--- src/rtl/slot_rom_decoder.sv ---
module slot_rom_decoder #(
  parameter int SLOTS = 8,
  parameter int OFFW  = 11
) (
  input  logic             clk,
  input  logic             rst_n,
  input  logic             acc_valid,
  input  logic             acc_write,
  input  logic [15:0]      acc_addr,
  input  logic [SLOTS-1:0] slot_present,
  output logic [SLOTS-1:0] io_sel,
  output logic [SLOTS-1:0] page_sel,
  output logic [SLOTS-1:0] exp_sel,
  output logic [OFFW-1:0]  card_off,
  output logic             int_rom_en,
  output logic             own_drive,
  output logic [7:0]       own_data
);
  localparam int SW = $clog2(SLOTS);

  logic          int_slot, c3_card, int_exp;
  logic [SW-1:0] owner;

  logic          rd, wr;
  logic          in_io, in_page, in_exp, in_off;
  logic [SW-1:0] io_slot, pg_slot;
  logic          pg_c3_int, exp_int;

  assign rd = acc_valid & ~acc_write;
  assign wr = acc_valid &  acc_write;

  assign io_slot = acc_addr[4 +: SW];
  assign pg_slot = acc_addr[8 +: SW];

  assign in_io   = acc_addr[15:7] == 9'b1100_0000_1;
  assign in_page = acc_addr[15:11] == 5'b11000 && pg_slot != '0;
  assign in_exp  = acc_addr[15:11] == 5'b11001 && acc_addr[10:0] != 11'h7FF;
  assign in_off  = acc_addr == 16'hCFFF;

  assign pg_c3_int = !c3_card && pg_slot == SW'(3);
  assign exp_int   = int_slot | int_exp;

  always_comb begin
    io_sel     = '0;
    page_sel   = '0;
    exp_sel    = '0;
    card_off   = '0;
    int_rom_en = 1'b0;
    own_drive  = 1'b0;
    own_data   = 8'h00;
    if (acc_valid) begin
      if (in_io) begin
        io_sel[io_slot] = 1'b1;
        card_off        = OFFW'(acc_addr[3:0]);
        if (rd && !slot_present[io_slot]) begin
          own_drive = 1'b1;
          own_data  = 8'hFF;
        end
      end else if (in_page) begin
        if (int_slot || pg_c3_int) begin
          int_rom_en = rd;
        end else begin
          page_sel[pg_slot] = 1'b1;
          card_off          = OFFW'(acc_addr[7:0]);
          if (rd && !slot_present[pg_slot]) begin
            own_drive = 1'b1;
            own_data  = 8'hFF;
          end
        end
      end else if (in_exp) begin
        if (exp_int) begin
          int_rom_en = rd;
        end else begin
          exp_sel[owner] = 1'b1;
          card_off       = acc_addr[OFFW-1:0];
          if (rd && !slot_present[owner]) begin
            own_drive = 1'b1;
            own_data  = 8'hFF;
          end
        end
      end else if (in_off) begin
        int_rom_en = rd;
      end else if (rd && acc_addr == 16'hC015) begin
        own_drive = 1'b1;
        own_data  = {int_slot, 7'd0};
      end else if (rd && acc_addr == 16'hC017) begin
        own_drive = 1'b1;
        own_data  = {int_exp, 7'd0};
      end
    end
  end

  always_ff @(posedge clk) begin
    if (!rst_n) begin
      int_slot <= 1'b0;
      c3_card  <= 1'b0;
      int_exp  <= 1'b0;
      owner    <= '0;
    end else begin
      if (wr && acc_addr[15:1] == 15'h6003) int_slot <= acc_addr[0];
      if (wr && acc_addr[15:1] == 15'h6005) c3_card  <= acc_addr[0];
      if (acc_valid && in_page && !int_slot) begin
        owner <= pg_slot;
        if (pg_c3_int) int_exp <= 1'b1;
      end
      if (acc_valid && in_off) int_exp <= 1'b0;
    end
  end
endmodule


--- config.mk ---
export PLATFORM = sky130hd
export DESIGN_NAME = slot_rom_decoder
export DESIGN_NICKNAME = d
export VERILOG_FILES = /design/src/rtl/slot_rom_decoder.sv
export SDC_FILE = /design/constraint.sdc
export NUM_CORES = 1
export LEC_CHECK = 0
export BUFFER_PORTS_ARGS = -buffer_cell sky130_fd_sc_hd__clkbuf_2
export CORE_MARGIN = 2
export CORE_UTILIZATION = 46
export CTS_CLUSTER_SIZE = 8
export DETAILED_ROUTE_END_ITERATION = 16
export PLACE_DENSITY = 0.94
export RECOVER_POWER = 100
export SYNTH_ARGS = -nofsm -noshare
export SYNTH_HDL_FRONTEND = slang
export SYNTH_SLANG_ARGS = --single-unit
--- constraint.sdc ---
create_clock -name clk -period 5.85 [get_ports clk]
set_input_delay 0 -clock clk [delete_from_list [all_inputs] [get_ports clk]]
set_output_delay 0 -clock clk [all_outputs]
set_load 0.05 [all_outputs]
# Yosys cells after proc, flatten, opt, wreduce, memory -nomap -nowiden
# Cells that the tools add are included.
# op_classes
addsub	0
mul	0
n_div	0
order_cmp	6
n_eq_ne	10
n_shift	0
n_mux	60
bitwise_logic	5
n_reduce_logical	25
# op_table
cell	count
2-to-1 mux 8 bit	24
2-to-1 mux 11 bit	5
== test 16 bit (second input constant)	3
== test 15 bit (second input constant)	2
2-to-1 mux 1 bit	25
logical AND 1 bit	16
< comparator 3 x 4 -> 1 bit (second input constant)	3
!= test 11 bit (second input constant)	1
== test 5 bit (second input constant)	2
binary-select mux 1 bit (select 3 bit)	3
demux 1 bit (select 3 bit)	3
== test 9 bit (second input constant)	1
greater-or-equal comparator 3 x 1 -> 1 bit (second input constant)	3
logical NOT 1 bit	5
== test 3 x 2 -> 1 bit (second input constant)	1
nonzero test 3 bit	1
bitwise AND 1 bit	2
inverter 1 bit	2
AND reduction 2 bit	1
OR reduction 2 bit	1
logical OR 1 bit	1
OR 1 bit	1
# totals
regBits	6
latch_bits	0
ram_bits	0
romBits	0
in_bits	28
n_memories	0

# Depth between registers and ports, before layout
# Gate-level depths: netlist (run 1).
# logic_depth
word_depth	10
mapped_depth	7
mapped_depth_nobuf	5

# Worst setup path after synthesis (run 1)
# Ideal clock, no wire load.
# synth_timing
path_type	reg-to-output
startpoint	register int_slot
endpoint	output exp_sel[4]
arrival_time_ns	2.736
required_ns	5.850
setup_slack_ns	3.114
path_stages_with_launch	4
path_buffers	0
cell_sequence	dfxtp_1 nand2b_1 or4_1 nor4b_1
# synth_between
elab_chain_cells	6
# synth_rtl
element	line_no	text
start, declared	21	logic int_slot, c3_card, int_exp;
start signal, assigned	100	if (wr && acc_addr[15:1] == 15'h6003) int_slot <= acc_addr[0];
OR 1 bit	41	assign exp_int = int_slot | int_exp;
2-to-1 mux 8 bit	71	if (exp_int) begin
2-to-1 mux 8 bit	70	end else if (in_exp) begin
2-to-1 mux 8 bit	59	end else if (in_page) begin
2-to-1 mux 8 bit	52	if (in_io) begin
2-to-1 mux 8 bit	51	if (acc_valid) begin
end, declared	13	output logic [SLOTS-1:0] exp_sel,
# Every way passes these cells.

# Worst setup path after layout (run 1)
# layout_timing
startpoint	register owner[0]
endpoint	output own_data[0]
# layout_between
elab_chain_cells	10
# layout_rtl
element	line_no	text
start, declared	22	logic [SW-1:0] owner;
start signal, assigned	103	owner <= pg_slot;
binary-select mux 1 bit (select 3 bit)	76	if (rd && !slot_present[owner]) begin
2-to-1 mux 1 bit (not written as such)	76	
logical NOT 1 bit	76	
logical AND 1 bit	76	
2-to-1 mux 8 bit	76	
2-to-1 mux 8 bit	71	
2-to-1 mux 8 bit	70	
2-to-1 mux 8 bit	59	
2-to-1 mux 8 bit	52	
2-to-1 mux 8 bit	51	
end, declared	17	output logic [7:0] own_data
# Every way passes these cells. The select of a mux whose other input is x is not followed.

==> out/qor.csv, run 1 <==
metric;value;unit
status;finished clean;
post-layout util;60.3;%
Clock Power Share;31.2;%
Synth Flop Type;dfxtp_1;
category of the most critical setup path;register to primary output;
pin count of the biggest net entering global routing;14;
ANT nets after route;0;
CTS Hold Bufs;0;
vias in the first global route;1120;
sw power;0.0445;mW
Synth Area per Inst;7.66;sq um
area grow syn2layout;22.1;%
Synth Cell Area;1100;sq um
Clock Sinks;6;
Final min period;2800;ps
RR Startpoint;int_slot;
CP Cell Sequence;mux4_1, mux2_2, nor4_2, a211oi_2, nor2_1, clkbuf_1;
diode count;0;
max incr delay on CP;610;ps
first-pass GRT wire length;4.78;mm
Cells after DPL;228;
clock latency on the worst-skew pair;250;ps
crit path max fanout;8;
Post-synth EDFFs;0;
nets;233;
worst-case vdd ir drop;86.6;uV
maxcap violations;0;
Pwr Density;94.6;nW/um^2
worst hold margin;24.4;ps
CP Launch Point;owner[0];
reg2reg setup slack;4170;ps
#FFs+latches synth;6;
WP data required;5850;ps
WL final;3.11;mm
dominant cell by count in the synthesized netlist;nor2_1;
Worst Hold Class;input port to register;
fin. max-slew vios;0;
Yosys warning total;0;
cell taking the most area after synthesis;dfxtp_1;
die height;53.0;um
layout cells sized above 1;19.7;%
Period Utilization, post-route;47.8;%
RSZ-0062 raised after global routing;false;
GP Congestion;0.883;
Startpoint Class;register;
initial antenna violation count;0;
Total GRT Usage;22.5;%
critical hold path startpoint;rst_n;
Post-DP HPWL;2.49;mm
clk_skew;3.46;ps
Area after DPL;1390;sq um
Worst setup EP type;primary output;
Hold Fails Final Rpt;0;
fin area;1350;sq um
clk buf depth;2;
grt total ovfl;0;
Switching Fraction;34.9;%
Reg power frac;32.5;%
CTS tree;yes;
Slew @ Worst Pin;938;ps
Synth top area share;10.9;%
Core ar.;2230;sq um
chip width;53.0;um
Synth top cells by count;nor2_1 (19), and2_1 (11), nand2_1 (10);
Synth Instances;144;
die area;2810;sq um
vias per inst;5.80;
DR WL/cell;13.5;um
Fmax;358;MHz
final cell count without fillers;231;
Slew headroom;36.9;%
buffers inserted by post-CTS timing repair;0;
setup TNS;0;ps
Mapped Nets;172;
top cells by area, synth;dfxtp_1 (11%), nor2_1 (6.5%), mux2i_1 (6.3%), and2_1 (6.2%), buf_4 (6.1%);
Cell variety after synth;48;
Final WS setup;3050;ps
port buffer count;71;
CTS resizes;0;
post-place setup slack;3480;ps
DRC;0;
Vias;1339;
fraction of registers with async set/reset;0;%
# setup viols final;0;
combinational share of power;36.2;%
CTS root buffer;clkbuf_4;
slowest cell on the critical path;mux4_1;
H-tree Lvls;1;
Leak;0.489;nW
internal power;0.0830;mW
Num CTS Buffers;3;
clock slew at reported path FFs;50;ps
total power;0.128;mW
Detailed Route Iter0 Violations;42;
CP Data Arrival Time;2800;ps
sequential-to-total area share from yosys stat;10.9;%
First-pass DRT Iterations;4;
Core Rows;17;
Initial Util;49.4;%
Boundary Pins;73;
final timing paths:
check                     end  cells after the start
setup / recovery  own_data[0]                      6
hold / removal        int_exp                      3
setup reg to reg     owner[2]                      4
hold reg to reg       c3_card                      2
power by group through the flow:
| stage | Sequential, mW | Clock (mW) | Combinational [mW] |
|---|---|---|---|
| finish | 0.0415 | 0.0398 | 0.0462 |
| global placement | 0.0422 | 0 | 0.0452 |
| CTS | 0.0415 | 0.0403 | 0.0463 |
| detailed placement | 0.0423 | 0 | 0.0460 |
| global route | 0.0414 | 0.0436 | 0.0501 |
| floorplan | 0.0420 | 0 | 0.0301 |
state kept, by name (all words and copies together), names as in the netlist:
signal and flops:
c3_card 1, int_exp 1, int_slot 1, owner 3
critical path: cells and delay by family, from the launching register on:
| kind | cells | cell delay [ps] |
|---|---|---|
| buf+inv | 1 | 510 |
| simple gates | 2 | 530 |
| compound gates | 1 | 100 |
| mux | 2 | 900 |
| flops | 1 | 510 |
logic make-up (layout without fill, tap and decap cells):
logic type / after synthesis / count (layout) / synth area share [%]
other cells: 1 / 1 / 0.340
mux: 12 / 12 / 16.4
buf+inv: 16 / 75 / 10.1
simple gates: 94 / 94 / 50.2
flops: 6 / 6 / 10.9
compound gates: 15 / 15 / 12.0
layer usage:
layer	track usage (%)	vias up	routed length, um
met5	0	-	0
met4	7.69	0	19
met3	5.65	5	263
met2	36.3	67	1500
met1	29.0	623	1330
li1	-	644	-
cells in the final DEF (no fill, tap or decap), types with 2 or more instances in the layout:
cell      synthesis  final
nand4b_1          3      3
nand2b_1          7      7
and2_1           11     11
mux2i_1           7      7
clkbuf_1          1     44
nand3_1           4      4
nand2_1          10     10
nor2b_1           6      6
nand4_1           2      2
nor4b_1           2      2
o21ai_0           2      2
nor4_1            3      4
clkbuf_4          0      3
mux4_1            2      2
and3_1            3      3
nor2_1           19     19
dfxtp_1           6      6
nor3_1            9      9
a21oi_1           3      3
clkbuf_2          0     27
nor3b_1           3      3
nand3b_1          2      2
final cells by class:
class,count,area [sq um]
Fill cell,235,886
Multi-Input combinational cell,122,866
Sequential cell,6,120
Timing Repair Buffer,71,300
Inverter,1,3.75
Clock buffer,3,22.5
Tap cell,28,35.0
Note: power is estimated with default switching activity, not from simulation.
==> inputs of run 2 (changes only) <==
CORE_UTILIZATION = 42   (was 46)
PLACE_DENSITY = 0.87   (was 0.94)
clock period = 2.7 ns   (was 5.85 ns; I/O delays follow)
==> out/qor.csv, run 2 (synthesized netlist as in run 1, its figures left out) <==
metric;value;unit;change
H-tree Lvls;1;;unchanged
Final WS setup;176;ps;-2880 ps
Num CTS Buffers;3;;unchanged
Worst Hold Class;input port to register;;
CTS root buffer;clkbuf_4;;
WHS Path Cells;3;;unchanged
vias in the first global route;1216;;+8.6%
initial antenna violation count;0;;unchanged
status;finished clean;;
RSZ-0062 raised after global routing;false;;
Initial Util;44.5;%;-4.9 points
DR WL/cell;13.6;um;+0.89%
layer with the highest usage;met2;;
reg2reg setup slack;970;ps;-3200 ps
worst reg2reg path endpoint;owner[2];;
Core ar.;2480;sq um;+11%
Startpoint Class;register;;
clk_skew;6.37;ps;+2.92 ps
grt total ovfl;0;;unchanged
Clock Sinks;6;;unchanged
most common cell after layout, fill and taps aside;clkbuf_2;;
nets;233;;unchanged
# setup viols final;0;;unchanged
met1 usage;26.0;%;-2.9 points
die height;55.3;um;+4.3%
vias per inst;5.67;;-2.2%
crit path max fanout;8;;unchanged
layout cells sized above 1;29.1;%;+9.4 points
clock latency on the worst-skew pair;250;ps;about the same
CTS tree;yes;;
Hold Fails Final Rpt;0;;unchanged
clock slew at reported path FFs;50;ps;about the same
pin count of the biggest net entering global routing;14;;unchanged
WP data required;2700;ps;-3150 ps
buffers inserted by post-CTS timing repair;0;;unchanged
Clock Power Share;30.5;%;-0.7 points
Reg power frac;32.7;%;+0.2 points
Post-DP HPWL;2.52;mm;+1.3%
FF-to-FF path depth;4;;unchanged
Pwr Density;200;nW/um^2;+110%
Core Rows;18;;+1
Filler Cells Inserted;273;;+16%
chip width;55.3;um;+4.3%
Cells after DPL;230;;+0.88%
Fmax;396;MHz;
post-place setup slack;402;ps;-3080 ps
commonest cells after routing, fill and taps aside;clkbuf_2 (40), clkbuf_1 (26), nor2_1 (18);;
routing usage on met3;5.39;%;-0.26 points
Vias;1321;;-1.3%
Biggest register;owner;;
clk buf depth;2;;unchanged
area occupied by registers;120;sq um;unchanged
category of the most critical setup path;register to primary output;;
DRC;0;;unchanged
CP Data Arrival Time;2520;ps;-280 ps
max reg flops;3;;unchanged
RR Startpoint;int_slot;;
WL final;3.17;mm;+1.8%
GR Util met2;34.0;%;-2.2 points
ANT nets after route;0;;unchanged
Period Utilization, post-route;93.5;%;
Leak;0.551;nW;+13%
internal power;0.180;mW;+120%
First-pass DRT Iterations;4;;unchanged
Boundary Pins;73;;unchanged
maxcap violations;0;;unchanged
critical hold path startpoint;rst_n;;
final cell count without fillers;233;;+0.87%
fin. max-slew vios;0;;unchanged
Final min period;2520;ps;
combinational share of power;36.8;%;+0.6 points
Switching Fraction;34.5;%;-0.35 points
Hold EP;int_exp;;
Detailed Route Iter0 Violations;43;;+2.4%
GP Congestion;0.860;;-2.6%
first-pass GRT wire length;5.24;mm;+9.5%
die area;3050;sq um;+8.8%
Slew headroom;36.5;%;-0.36 points
diode count;0;;unchanged
worst-case vdd ir drop;208;uV;+140%
area grow syn2layout;24.6;%;
sw power;0.0951;mW;+110%
Total GRT Usage;20.7;%;-1.9 points
Slew @ Worst Pin;944;ps;+5.41 ps
port buffer count;71;;unchanged
Worst setup EP type;primary output;;
Multi-input gate area;868;sq um;+0.29%
-- run 2: timing repair --
item | CTS | global route
endpoints found under the setup margin | 0 | 7
resized for setup | 0 | 5
hold buffers | 0 | 0
-- run 2: worst max-delay path by stage --
stage | cells past startpoint | from | endpoint
floorplan | 3 | int_slot | exp_sel[4]
global placement | 6 | owner[0] | own_data[3]
detailed placement | 6 | owner[0] | own_data[0]
CTS | 6 | owner[0] | own_data[0]
global route | 6 | owner[0] | own_data[2]
finish | 6 | owner[0] | own_data[5]
-- run 2: area by class of cell --
class / count / area share, %
timing repair buffer: 71 / 23.5
tap: 30 / 2.73
inverter: 1 / 0.273
sequential: 6 / 8.74
clock buffer: 3 / 1.64
multi-input combinational: 122 / 63.1
-- run 2: power groups by stage --
stage                     Sequential [mW]  Clock, mW  Combinational [mW]
after floorplan                    0.0909          0              0.0654
after global placement             0.0915          0              0.0994
after detailed placement           0.0916          0               0.101
after CTS                          0.0899     0.0861               0.102
after global routing               0.0899     0.0960               0.109
final                              0.0900     0.0839               0.101
-- run 2: critical path: stages, from the launching register on --
cell      delay, ps
dfxtp_1         480
mux4_1          600
mux2_2          300
nor4_2          250
a211oi_2        120
nor2_2          210
clkbuf_2        320
-- run 2: layer usage --
| metal | vias up | wire length (um) |
|---|---|---|
| met1 | 610 | 1360 |
| met2 | 66 | 1540 |
| met3 | 2 | 252 |
| met4 | 0 | 20 |
| met5 | - | 0 |
| li1 | 643 | - |
-- run 2: per-stage QoR --
| step | instance area [sq um] | TNS [ps] | power, mW | util (%) | hold slack (ps) |
|---|---|---|---|---|---|
| 6_report | 1380 | 0 | 0.275 | 55.5 | 26.8 |
| 2_1_floorplan | 1110 | -43.4 | 0.156 | - | 119 |
| 5_1_grt | 1380 | 0 | 0.295 | 55.5 | 42.4 |
| 3_3_place_gp | 1390 | 0 | 0.191 | 56.2 | 276 |
| 4_1_cts | 1410 | 0 | 0.278 | 57.1 | 27.4 |
| 3_5_place_dp | 1390 | 0 | 0.192 | 56.2 | 290 |
==> inputs of run 3 (changes only) <==
CAP_MARGIN = 15   (was not set)
CORE_UTILIZATION = 38   (was 42)
PLACE_DENSITY = 0.84   (was 0.87)
clock period = 2.23 ns   (was 2.7 ns; I/O delays follow)
==> out/qor.csv, run 3 (synthesized netlist as in run 1, its figures left out) <==
metric;value;unit;change
Post-DP HPWL;2.63;mm;+4.3%
Initial Util;40.0;%;-4.5 points
Final WS setup;52.1;ps;-124 ps
WHS Path Cells;3;;unchanged
Hold Fails Final Rpt;0;;unchanged
nets;237;;+1.7%
Slew headroom;54.4;%;+18 points
critical hold path startpoint;rst_n;;
Cells after DPL;235;;+2.2%
Worst setup EP type;primary output;;
# setup viols final;0;;unchanged
clk_skew;1.26;ps;-5.12 ps
fin. max-slew vios;0;;unchanged
CTS tree;yes;;
port buffer count;71;;unchanged
Startpoint Class;register;;
pin count of the biggest net entering global routing;14;;unchanged
Fmax;459;MHz;
CP Cell Sequence;mux4_1, mux2_2, nor4_4, a211oi_4, nor2_4, clkbuf_8;;
WP data required;2230;ps;-470 ps
H-tree Lvls;1;;unchanged
maxcap violations;0;;unchanged
RR Startpoint;int_slot;;
Num CTS Buffers;3;;unchanged
First-pass DRT Iterations;4;;unchanged
initial antenna violation count;0;;unchanged
Detailed Route Iter0 Violations;62;;+44%
WL final;3.28;mm;+3.6%
vias per inst;5.52;;-2.7%
Boundary Pins;73;;unchanged
Total GRT Usage;19.3;%;-1.4 points
crit path max fanout;7;;-1
RSZ-0062 raised after global routing;true;;
CP Data Arrival Time;2180;ps;-340 ps
clk buf depth;2;;unchanged
Biggest register;owner;;
Core ar.;2760;sq um;+11%
CTS Hold Bufs;0;;unchanged
Period Utilization, post-route;97.7;%;
Vias;1313;;-0.61%
chip width;57.9;um;+4.8%
category of the most critical setup path;register to primary output;;
Slew @ Worst Pin;678;ps;-265 ps
ANT nets after route;0;;unchanged
clock slew at reported path FFs;40;ps;about the same
Leak;0.626;nW;+14%
Worst Hold Class;input port to register;;
final cell count without fillers;238;;+2.1%
FF-to-FF path depth;5;;+1
Core Rows;19;;+1
Pwr Density;219;nW/um^2;+9.3%
vias in the first global route;1225;;+0.74%
most common cell after layout, fill and taps aside;clkbuf_2;;
worst-case vdd ir drop;235;uV;+13%
grt total ovfl;0;;unchanged
diode count;0;;unchanged
area grow syn2layout;38.5;%;
Clock Sinks;6;;unchanged
max incr delay on CP;550;ps;-50 ps
max reg flops;3;;unchanged
slowest cell on the critical path;mux4_1;;
commonest cells after routing, fill and taps aside;clkbuf_2 (48), nor2_1 (18), clkbuf_1 (16);;
DRC;0;;unchanged
post-place setup slack;162;ps;-240 ps
clock latency on the worst-skew pair;240;ps;about the same
first-pass GRT wire length;5.15;mm;-1.6%
CTS root buffer;clkbuf_4;;
die area;3350;sq um;+9.7%
DR WL/cell;13.8;um;+1.5%
CP Launch Point;owner[0];;
GP Congestion;0.874;;+1.6%
status;finished clean;;
layout cells sized above 1;38.2;%;+9.1 points
buffers inserted by post-CTS timing repair;0;;unchanged
die height;57.9;um;+4.8%
Final min period;2180;ps;
run 3: cell types whose count changed in the layout (fill, tap and decap cells not counted), sizes merged:
cell and delta:
clkbuf +7, buf -3
run 3: repair_timing:
| action | 4_1_cts | 5_1_grt |
|---|---|---|
| pin swaps | 3 | 1 |
| endpoints found under the setup margin | 9 | 11 |
| resized for setup | 19 | 1 |
| gates cloned | 0 | 0 |
run 3: worst paths after layout:
path	to	slack, ps
max	own_data[6]	50
min	int_exp	40
max reg2reg	owner[2]	780
min reg2reg	c3_card	560
run 3: power by group:
part | switching [mW] | internal, mW | total (mW) | leakage (nW)
Sequential | 0.000764 | 0.108 | 0.109 | 0.0488
Combinational | 0.0763 | 0.0521 | 0.128 | 0.564
Clock | 0.0365 | 0.0607 | 0.0972 | 0.0138
Total | 0.114 | 0.221 | 0.334 | 0.626
run 3: critical path: cells and delay by family (launching register included):
| family | cells | cell delay, ps |
|---|---|---|
| AO/OA/AOI/OAI | 1 | 90 |
| AND/OR/NAND/NOR | 2 | 410 |
| multiplexers | 2 | 860 |
| flip-flops | 1 | 340 |
| buffers and inverters | 1 | 230 |
run 3: metal layers:
metal	up-vias	wire, um	global-route usage [%]
li1	647	-	-
met1	608	1450	24.3
met2	56	1600	33.3
met3	2	227	4.69
met4	0	15	3.99
met5	-	0	0
run 3: area by class of cell:
class	instances	area (sq um)
timing repair buffer	75	427
inverter	1	3.75
multi-input combinational	122	916
sequential	6	121
clock buffer	3	22.5
fill	289	1230
tap	31	38.8
run 3: metrics by stage:
| step | power, mW | util [%] | setup TNS [ps] | cell area [sq um] | hold slack, ps |
|---|---|---|---|---|---|
| after floorplan | 0.190 | - | -1280 | 1120 | 119 |
| after global placement | 0.234 | 52.3 | 0 | 1440 | 275 |
| after detailed placement | 0.236 | 52.3 | 0 | 1440 | 298 |
| after CTS | 0.339 | 56.1 | 0 | 1550 | 44.0 |
| after global routing | 0.356 | 55.4 | -239 | 1530 | 46.4 |
| final | 0.334 | 55.4 | 0 | 1530 | 37.7 |
